**config.mk**
```make
export PLATFORM = sky130hd
export DESIGN_NAME = ssp_fifo_irq
export DESIGN_NICKNAME = d
export VERILOG_FILES = /design/src/rtl/ssp_buf_pkg.sv /design/src/rtl/ssp_sfifo.sv /design/src/rtl/ssp_irq_ctrl.sv /design/src/rtl/ssp_fifo_irq.sv
export SDC_FILE = /design/constraint.sdc
export NUM_CORES = 1
export LEC_CHECK = 0
export BUFFER_PORTS_ARGS = -buffer_cell sky130_fd_sc_hd__buf_2
export CAP_MARGIN = 10
export CELL_PAD_IN_SITES_DETAIL_PLACEMENT = 0
export CELL_PAD_IN_SITES_GLOBAL_PLACEMENT = 1
export CORE_MARGIN = 4
export CORE_UTILIZATION = 40
export DETAILED_ROUTE_END_ITERATION = 6
export HOLD_SLACK_MARGIN = 0.05
export PLACE_DENSITY = 0.76
export SLEW_MARGIN = 20
export SYNTH_ARGS = -nofsm -noshare
export SYNTH_HDL_FRONTEND = slang
export SYNTH_SLANG_ARGS = --single-unit
export TNS_END_PERCENT = 1
```
**constraint.sdc**
```tcl
create_clock -name clk -period 3 [get_ports clk]
set_input_delay 0 -clock clk [delete_from_list [all_inputs] [get_ports clk]]
set_output_delay 0 -clock clk [all_outputs]
set_load 0.02 [all_outputs]
```
**src/rtl/ssp_buf_pkg.sv**
```systemverilog
package ssp_buf_pkg;
  localparam int unsigned WORD_W     = 16;
  localparam int unsigned BUF_DEPTH  = 8;
  localparam int unsigned TX_LOW_LVL = 4;
  localparam int unsigned RX_HI_LVL  = 4;

  typedef struct packed {
    logic tx;
    logic rx;
    logic ovr;
  } irq_src_t;
endpackage

```
**src/rtl/ssp_sfifo.sv**
```systemverilog
module ssp_sfifo #(
  parameter int unsigned W     = 16,
  parameter int unsigned DEPTH = 8,
  localparam int unsigned AW   = (DEPTH > 1) ? $clog2(DEPTH) : 1,
  localparam int unsigned CW   = $clog2(DEPTH + 1)
) (
  input  logic          clk,
  input  logic          rst_n,
  input  logic          wr,
  input  logic [W-1:0]  wdata,
  input  logic          rd,
  output logic [W-1:0]  rdata,
  output logic [CW-1:0] count,
  output logic          full,
  output logic          empty,
  output logic          wr_drop
);
  logic [W-1:0]  mem_q [DEPTH];
  logic [AW-1:0] wp_q, wp_n, rp_q, rp_n;
  logic [CW-1:0] cnt_q, cnt_n;
  logic          wr_ok, rd_ok;

  assign full    = (cnt_q == CW'(DEPTH));
  assign empty   = (cnt_q == '0);
  assign wr_ok   = wr && !full;
  assign rd_ok   = rd && !empty;
  assign wr_drop = wr && full;
  assign count   = cnt_q;
  assign rdata   = empty ? '0 : mem_q[rp_q];

  always_comb begin
    wp_n  = wp_q;
    rp_n  = rp_q;
    cnt_n = cnt_q;
    if (wr_ok) wp_n = (wp_q == AW'(DEPTH - 1)) ? '0 : wp_q + 1'b1;
    if (rd_ok) rp_n = (rp_q == AW'(DEPTH - 1)) ? '0 : rp_q + 1'b1;
    if (wr_ok && !rd_ok) cnt_n = cnt_q + 1'b1;
    else if (rd_ok && !wr_ok) cnt_n = cnt_q - 1'b1;
  end

  always_ff @(posedge clk or negedge rst_n) begin
    if (!rst_n) begin
      wp_q  <= '0;
      rp_q  <= '0;
      cnt_q <= '0;
    end else begin
      wp_q  <= wp_n;
      rp_q  <= rp_n;
      cnt_q <= cnt_n;
    end
  end

  always_ff @(posedge clk) begin
    if (wr_ok) mem_q[wp_q] <= wdata;
  end

  // occupancy never exceeds the depth
  p_no_overflow_r2: assert property (@(posedge clk) disable iff (!rst_n)
    cnt_q <= CW'(DEPTH));
  // a push into a full buffer without a pop leaves occupancy unchanged
  p_full_push_ignored_r3: assert property (@(posedge clk) disable iff (!rst_n)
    (full && wr && !rd) |=> (full && cnt_q == $past(cnt_q)));
  // a pop from an empty buffer without a push keeps it empty
  p_empty_pop_ignored_r4: assert property (@(posedge clk) disable iff (!rst_n)
    (empty && rd && !wr) |=> empty);
endmodule

```
**src/rtl/ssp_irq_ctrl.sv**
```systemverilog
module ssp_irq_ctrl
  import ssp_buf_pkg::*;
#(
  parameter int unsigned CW     = 4,
  parameter int unsigned TX_LVL = 4,
  parameter int unsigned RX_LVL = 4
) (
  input  logic          clk,
  input  logic          rst_n,
  input  logic [CW-1:0] tx_count,
  input  logic [CW-1:0] rx_count,
  input  logic          ovr_event,
  input  logic          ovr_clr,
  input  irq_src_t      en,
  output irq_src_t      irq,
  output logic          irq_any
);
  irq_src_t raw;
  logic     ovr_q, ovr_n;

  always_comb begin
    ovr_n = ovr_q;
    if (ovr_event)    ovr_n = 1'b1;
    else if (ovr_clr) ovr_n = 1'b0;
  end

  always_ff @(posedge clk or negedge rst_n) begin
    if (!rst_n) ovr_q <= 1'b0;
    else        ovr_q <= ovr_n;
  end

  always_comb begin
    raw.tx  = (tx_count <= CW'(TX_LVL));
    raw.rx  = (rx_count >= CW'(RX_LVL));
    raw.ovr = ovr_q;
    irq     = raw & en;
    irq_any = |irq;
  end

  // an overrun event sets the flag on the following cycle
  p_ovr_set_r7: assert property (@(posedge clk) disable iff (!rst_n)
    ovr_event |=> ovr_q);
  // without a clear strobe the flag cannot fall
  p_ovr_sticky_r8: assert property (@(posedge clk) disable iff (!rst_n)
    (ovr_q && !ovr_clr) |=> ovr_q);
  // a disabled source never reaches its output
  p_mask_blocks_r9: assert property (@(posedge clk) disable iff (!rst_n)
    ((!en.tx -> !irq.tx) && (!en.rx -> !irq.rx) && (!en.ovr -> !irq.ovr)));
endmodule

```
**src/rtl/ssp_fifo_irq.sv**
```systemverilog
module ssp_fifo_irq
  import ssp_buf_pkg::*;
(
  input  logic              clk,
  input  logic              rst_n,
  input  logic              tx_wr,
  input  logic [WORD_W-1:0] tx_wdata,
  input  logic              eng_tx_rd,
  output logic [WORD_W-1:0] eng_tx_rdata,
  input  logic              eng_rx_wr,
  input  logic [WORD_W-1:0] eng_rx_wdata,
  input  logic              rx_rd,
  output logic [WORD_W-1:0] rx_rdata,
  input  logic              ovr_clr,
  input  logic              en_tx,
  input  logic              en_rx,
  input  logic              en_ovr,
  output logic              irq_tx,
  output logic              irq_rx,
  output logic              irq_ovr,
  output logic              irq_any,
  output logic              tx_full,
  output logic              tx_empty,
  output logic              rx_full,
  output logic              rx_empty
);
  localparam int unsigned CW = $clog2(BUF_DEPTH + 1);

  logic [CW-1:0] tx_cnt, rx_cnt;
  logic          tx_drop_unused, rx_drop;
  irq_src_t      en_v, irq_v;

  ssp_sfifo #(.W(WORD_W), .DEPTH(BUF_DEPTH)) u_txq (
    .clk(clk), .rst_n(rst_n),
    .wr(tx_wr), .wdata(tx_wdata),
    .rd(eng_tx_rd), .rdata(eng_tx_rdata),
    .count(tx_cnt), .full(tx_full), .empty(tx_empty),
    .wr_drop(tx_drop_unused)
  );

  ssp_sfifo #(.W(WORD_W), .DEPTH(BUF_DEPTH)) u_rxq (
    .clk(clk), .rst_n(rst_n),
    .wr(eng_rx_wr), .wdata(eng_rx_wdata),
    .rd(rx_rd), .rdata(rx_rdata),
    .count(rx_cnt), .full(rx_full), .empty(rx_empty),
    .wr_drop(rx_drop)
  );

  assign en_v = '{tx: en_tx, rx: en_rx, ovr: en_ovr};

  ssp_irq_ctrl #(.CW(CW), .TX_LVL(TX_LOW_LVL), .RX_LVL(RX_HI_LVL)) u_irq (
    .clk(clk), .rst_n(rst_n),
    .tx_count(tx_cnt), .rx_count(rx_cnt),
    .ovr_event(rx_drop), .ovr_clr(ovr_clr),
    .en(en_v), .irq(irq_v), .irq_any(irq_any)
  );

  assign irq_tx  = irq_v.tx;
  assign irq_rx  = irq_v.rx;
  assign irq_ovr = irq_v.ovr;

  // a push into a full receive buffer keeps it full when nothing is popped
  p_rx_kept_on_overrun_r7: assert property (@(posedge clk) disable iff (!rst_n)
    (rx_full && eng_rx_wr && !rx_rd) |=> rx_full);
  // the enabled overrun output follows one cycle after a dropped word
  p_ovr_visible_r7: assert property (@(posedge clk) disable iff (!rst_n)
    (rx_full && eng_rx_wr && en_ovr) |=> (irq_ovr || !en_ovr));
  // any individual interrupt implies the combined line
  p_any_covers_r10: assert property (@(posedge clk) disable iff (!rst_n)
    (irq_tx || irq_rx || irq_ovr) |-> irq_any);
endmodule

```
==> results.txt <==
* PwrDens: 985.8 nW/um^2
- The final max-slew violation count was 0.
- Post-detailed-route count of antenna-violating nets: 0
* Fraction of the yosys area taken by sequential cells: 0.7424
- Setup TNS after final layout: 0 ps
- Of the total power, combinational logic draws 0.353.
- Share of total power in the clock network: 0.240
- Initial DRC count: 377
* Net switching power figure: 0.004279 W
- Num CTS Buffers: 28
- VDD IR-drop max: 0.0007124 V
- After synthesis, the netlist uses 41 different library cells.
* Post-synthesis cell count: 518
- WP data required: 3410 ps
* Final count of hold timing violations: 0
- The share of total power dissipated in sequential elements is 0.407.
- Final worst-path cycle share: 0.9438
- Total setup violations reported at the end of the flow: 0
- Static Leakage: 4.583 nW
* Run status: complete, no violations
* Count of input and output buffers: 81
- Summed over all layers, the global routing overflow is 0.
- The number of setup buffers added after CTS is 0.
* Site Rows: 60
- Post-Syn Area: 11060 sq um
* Count of maximum capacitance violations: 0
* Skew-Pair Late Insertion Delay: 530 ps
* Maximum buffer depth of the clock tree: 3
- Most common cell in the synthesized netlist: edfxtp_1
* Chip Height: 174.3 um
- Post-Synthesis Mean Instance Area: 21.35 sq um
* Path type of the worst min-delay path: input port to async pin
- The synthesized design contains 256 enable-type register cells.
- Nets in the synthesized netlist: 576
- Main flop type after synthesis: edfxtp_1
- Hold_ws: 66.56 ps
- Final critical path time including I/O delays and setup: 2831 ps
- Using the TritonRoute via totals, the vias-per-cell ratio works out to 5.183.
* Total number of nets in the final design: 731
- Fraction of power spent switching nets: 0.3256
- Number of instances in the placed design: 974
* Slew headroom: 0.2924
- Of all cell types, the one taking the most synthesized area is edfxtp_1.
- The tree is rooted in a clkbuf_16.
* Maximum fanout count along the critical path: 8
* Chip Width: 174.3 um
- Final Power: 0.01314 W
- The first global-routing pass estimated 33870 um of wire.
- In this run the number of H-tree levels came out at 1.
- The HPWL after detailed placement is 13260 um.
* Drc violations: 0
* Vias post-DR: 5510
* Pin count of the biggest net entering global routing: 35
* Routability cong.: 0.7440
- Wire length reported by the detailed router: 21580 um
- The die covers 30380 sq um.
- The worst setup path is captured at a register.
- The pre-antenna-repair detailed-routing pass consisted of 4 iterations.
* TritonCTS clock tree: yes
- The via count of the first global-routing pass came to 5904.
* Transition time at the pin with the least slew margin: 1058 ps
* CP startpoint kind: register
* Number of antenna violations at the first check in global routing: 0
* Count of non-filler cells in the finished layout: 1063
* Data arrival time of the worst path: 3240 ps
- Clock-pin slew was measured on the worst setup and hold paths at 60 ps.
* Total track usage: 0.1426
- Of the cells placed in the final design, the portion with a size suffix greater than 1 is 0.3618.
- For this design, the sink count on the clock tree is 277.
- The share of synthesized area in the top cell type comes to 0.6949.
- Starting density of the core: 0.4082
* I/O pins: 82
- Leading cell types by count after synthesis: 256 x edfxtp_1, 61 x mux4_2, 21 x dfrtp_1, 16 x a22o_1, 16 x a22o_2
- Maximum frequency from static timing analysis: 0.3532 GHz
- The startpoint identified for the worst register-to-register timing path is u_txq.count[3].
- The critical path is of the register to register type.
* Ranking of synthesized cells by area: edfxtp_1 69%, mux4_2 12%, dfrtp_1 4.8%
* Clock skew after layout: 11.10 ps
- Unrepaired setup endpoints after global routing: false
- Worst setup path start: u_txq.count[3]
- The synthesized design contains 277 register bits.
- Counting flops with an async set or reset pin after synthesis yields a share of 0.07581.
* Average wire length per cell after detail routing: 20.30 um
* Number of antenna repair diodes: 0
- Placeable core area: 27100 sq um
* Synthesis warning total: 0
- Relative to the synthesized area, the layout overhead comes to 20.52%.
* Internal power consumption: 0.008864 W
[critical path: stages (launching register included)]
cell and delay, ps:
dfrtp_1 510, or4b_4 540, nand2_4 170, inv_1 60
ha_1 240, inv_1 160, ha_1 320, or4_1 490
o211ai_1 100, o211ai_1 110
[worst paths after layout]
path / cells after the start / slack (ps) / endpoint
hold reg to reg: 1 / 570 / u_rxq.rp_q[2]
max in group asynchronous: 3 / 2560 / u_rxq.rp_q[0]
min in group clk: 2 / 270 / u_txq.mem_q[5][15]
setup / recovery: 9 / 170 / u_txq.count[3]
hold / removal: 3 / 70 / u_txq.count[3]
setup reg to reg: 9 / 170 / u_txq.count[3]
[power groups by stage]
stage          Sequential, W  Combinational (W)  Clock, W
6_report             0.00535            0.00464   0.00315
5_1_grt              0.00544            0.00502   0.00342
4_1_cts              0.00537            0.00472   0.00325
3_5_place_dp         0.00545            0.00465         0
3_3_place_gp         0.00538            0.00454         0
2_1_floorplan        0.00524            0.00341         0
[routing by layer]
metal | global-route usage | wire (um)
met4 | 0.03530 | 425
met5 | 0 | 0
met3 | 0.02632 | 1295
met2 | 0.2617 | 11740
met1 | 0.1743 | 8124
[state kept, by name, summed over array words and instances (netlist names)]
| register | count |
|---|---|
| u_rxq.mem_q | 128 |
| u_txq.mem_q | 128 |
| u_rxq.count | 4 |
| u_txq.count | 4 |
| u_rxq.rp_q | 3 |
| u_rxq.wp_q | 3 |
| u_txq.rp_q | 3 |
| u_txq.wp_q | 3 |
| u_irq.ovr_q | 1 |
[logic make-up after synthesis]
group / share of synthesized area
AO/OA/AOI/OAI: 0.03981
XOR/XNOR: 0.003167
adder cells (fa/ha/maj): 0.01946
buffers and inverters: 0.01731
flip-flops: 0.7424
multiplexers: 0.1453
AND/OR/NAND/NOR: 0.03246
[cell type report]
cell class	instances	area, sq um
sequential	277	8215
tap	372	465.4
clock buffer	34	744.5
inverter	7	26.28
clock inverter	14	95.09
fill	2177	13770
multi-input combinational	210	2754
timing repair buffer	149	1031
[through the flow]
| stage | utilization | setup WS (ps) | area, sq um |
|---|---|---|---|
| final | 0.4919 | 168.7 | 13330 |
| after global routing | 0.4919 | 3.737 | 13330 |
| after CTS | 0.4916 | 155.6 | 13320 |
| after detailed placement | 0.4458 | 169.6 | 12080 |
| after global placement | 0.4458 | 297.5 | 12080 |
| after floorplan | - | 153.1 | 11060 |
[cell usage in the layout, fill, tap and decap left out, drive strengths merged, types with 2 or more instances in the layout]
cell type / synthesis / final
clkinvlp: 0 / 4
nor2: 11 / 11
dfrtp: 21 / 21
edfxtp: 256 / 256
nor4: 4 / 4
dlygate4sd3: 0 / 39
nand3b: 2 / 2
mux4: 64 / 64
a21oi: 4 / 4
inv: 7 / 7
a2111o: 2 / 2
nand3: 6 / 6
clkbuf: 7 / 34
ha: 14 / 14
nor3: 11 / 11
mux2i: 2 / 2
or4: 2 / 2
nand2b: 6 / 6
o211ai: 4 / 4
xnor2: 4 / 4
fa: 2 / 2
or4b: 2 / 2
nand2: 10 / 10
buf: 17 / 110
a22o: 32 / 32
or3: 3 / 3
nor2b: 3 / 3
o21ai: 5 / 5
clkinv: 0 / 9
mux2: 12 / 12
[repair_timing]
action                                 CTS  global route
gates resized for setup                  0             0
hold buffers                            40             0
endpoints found under the hold margin  304             0
setup endpoints to repair                0             0
Power figures use the tool's default switching activity.
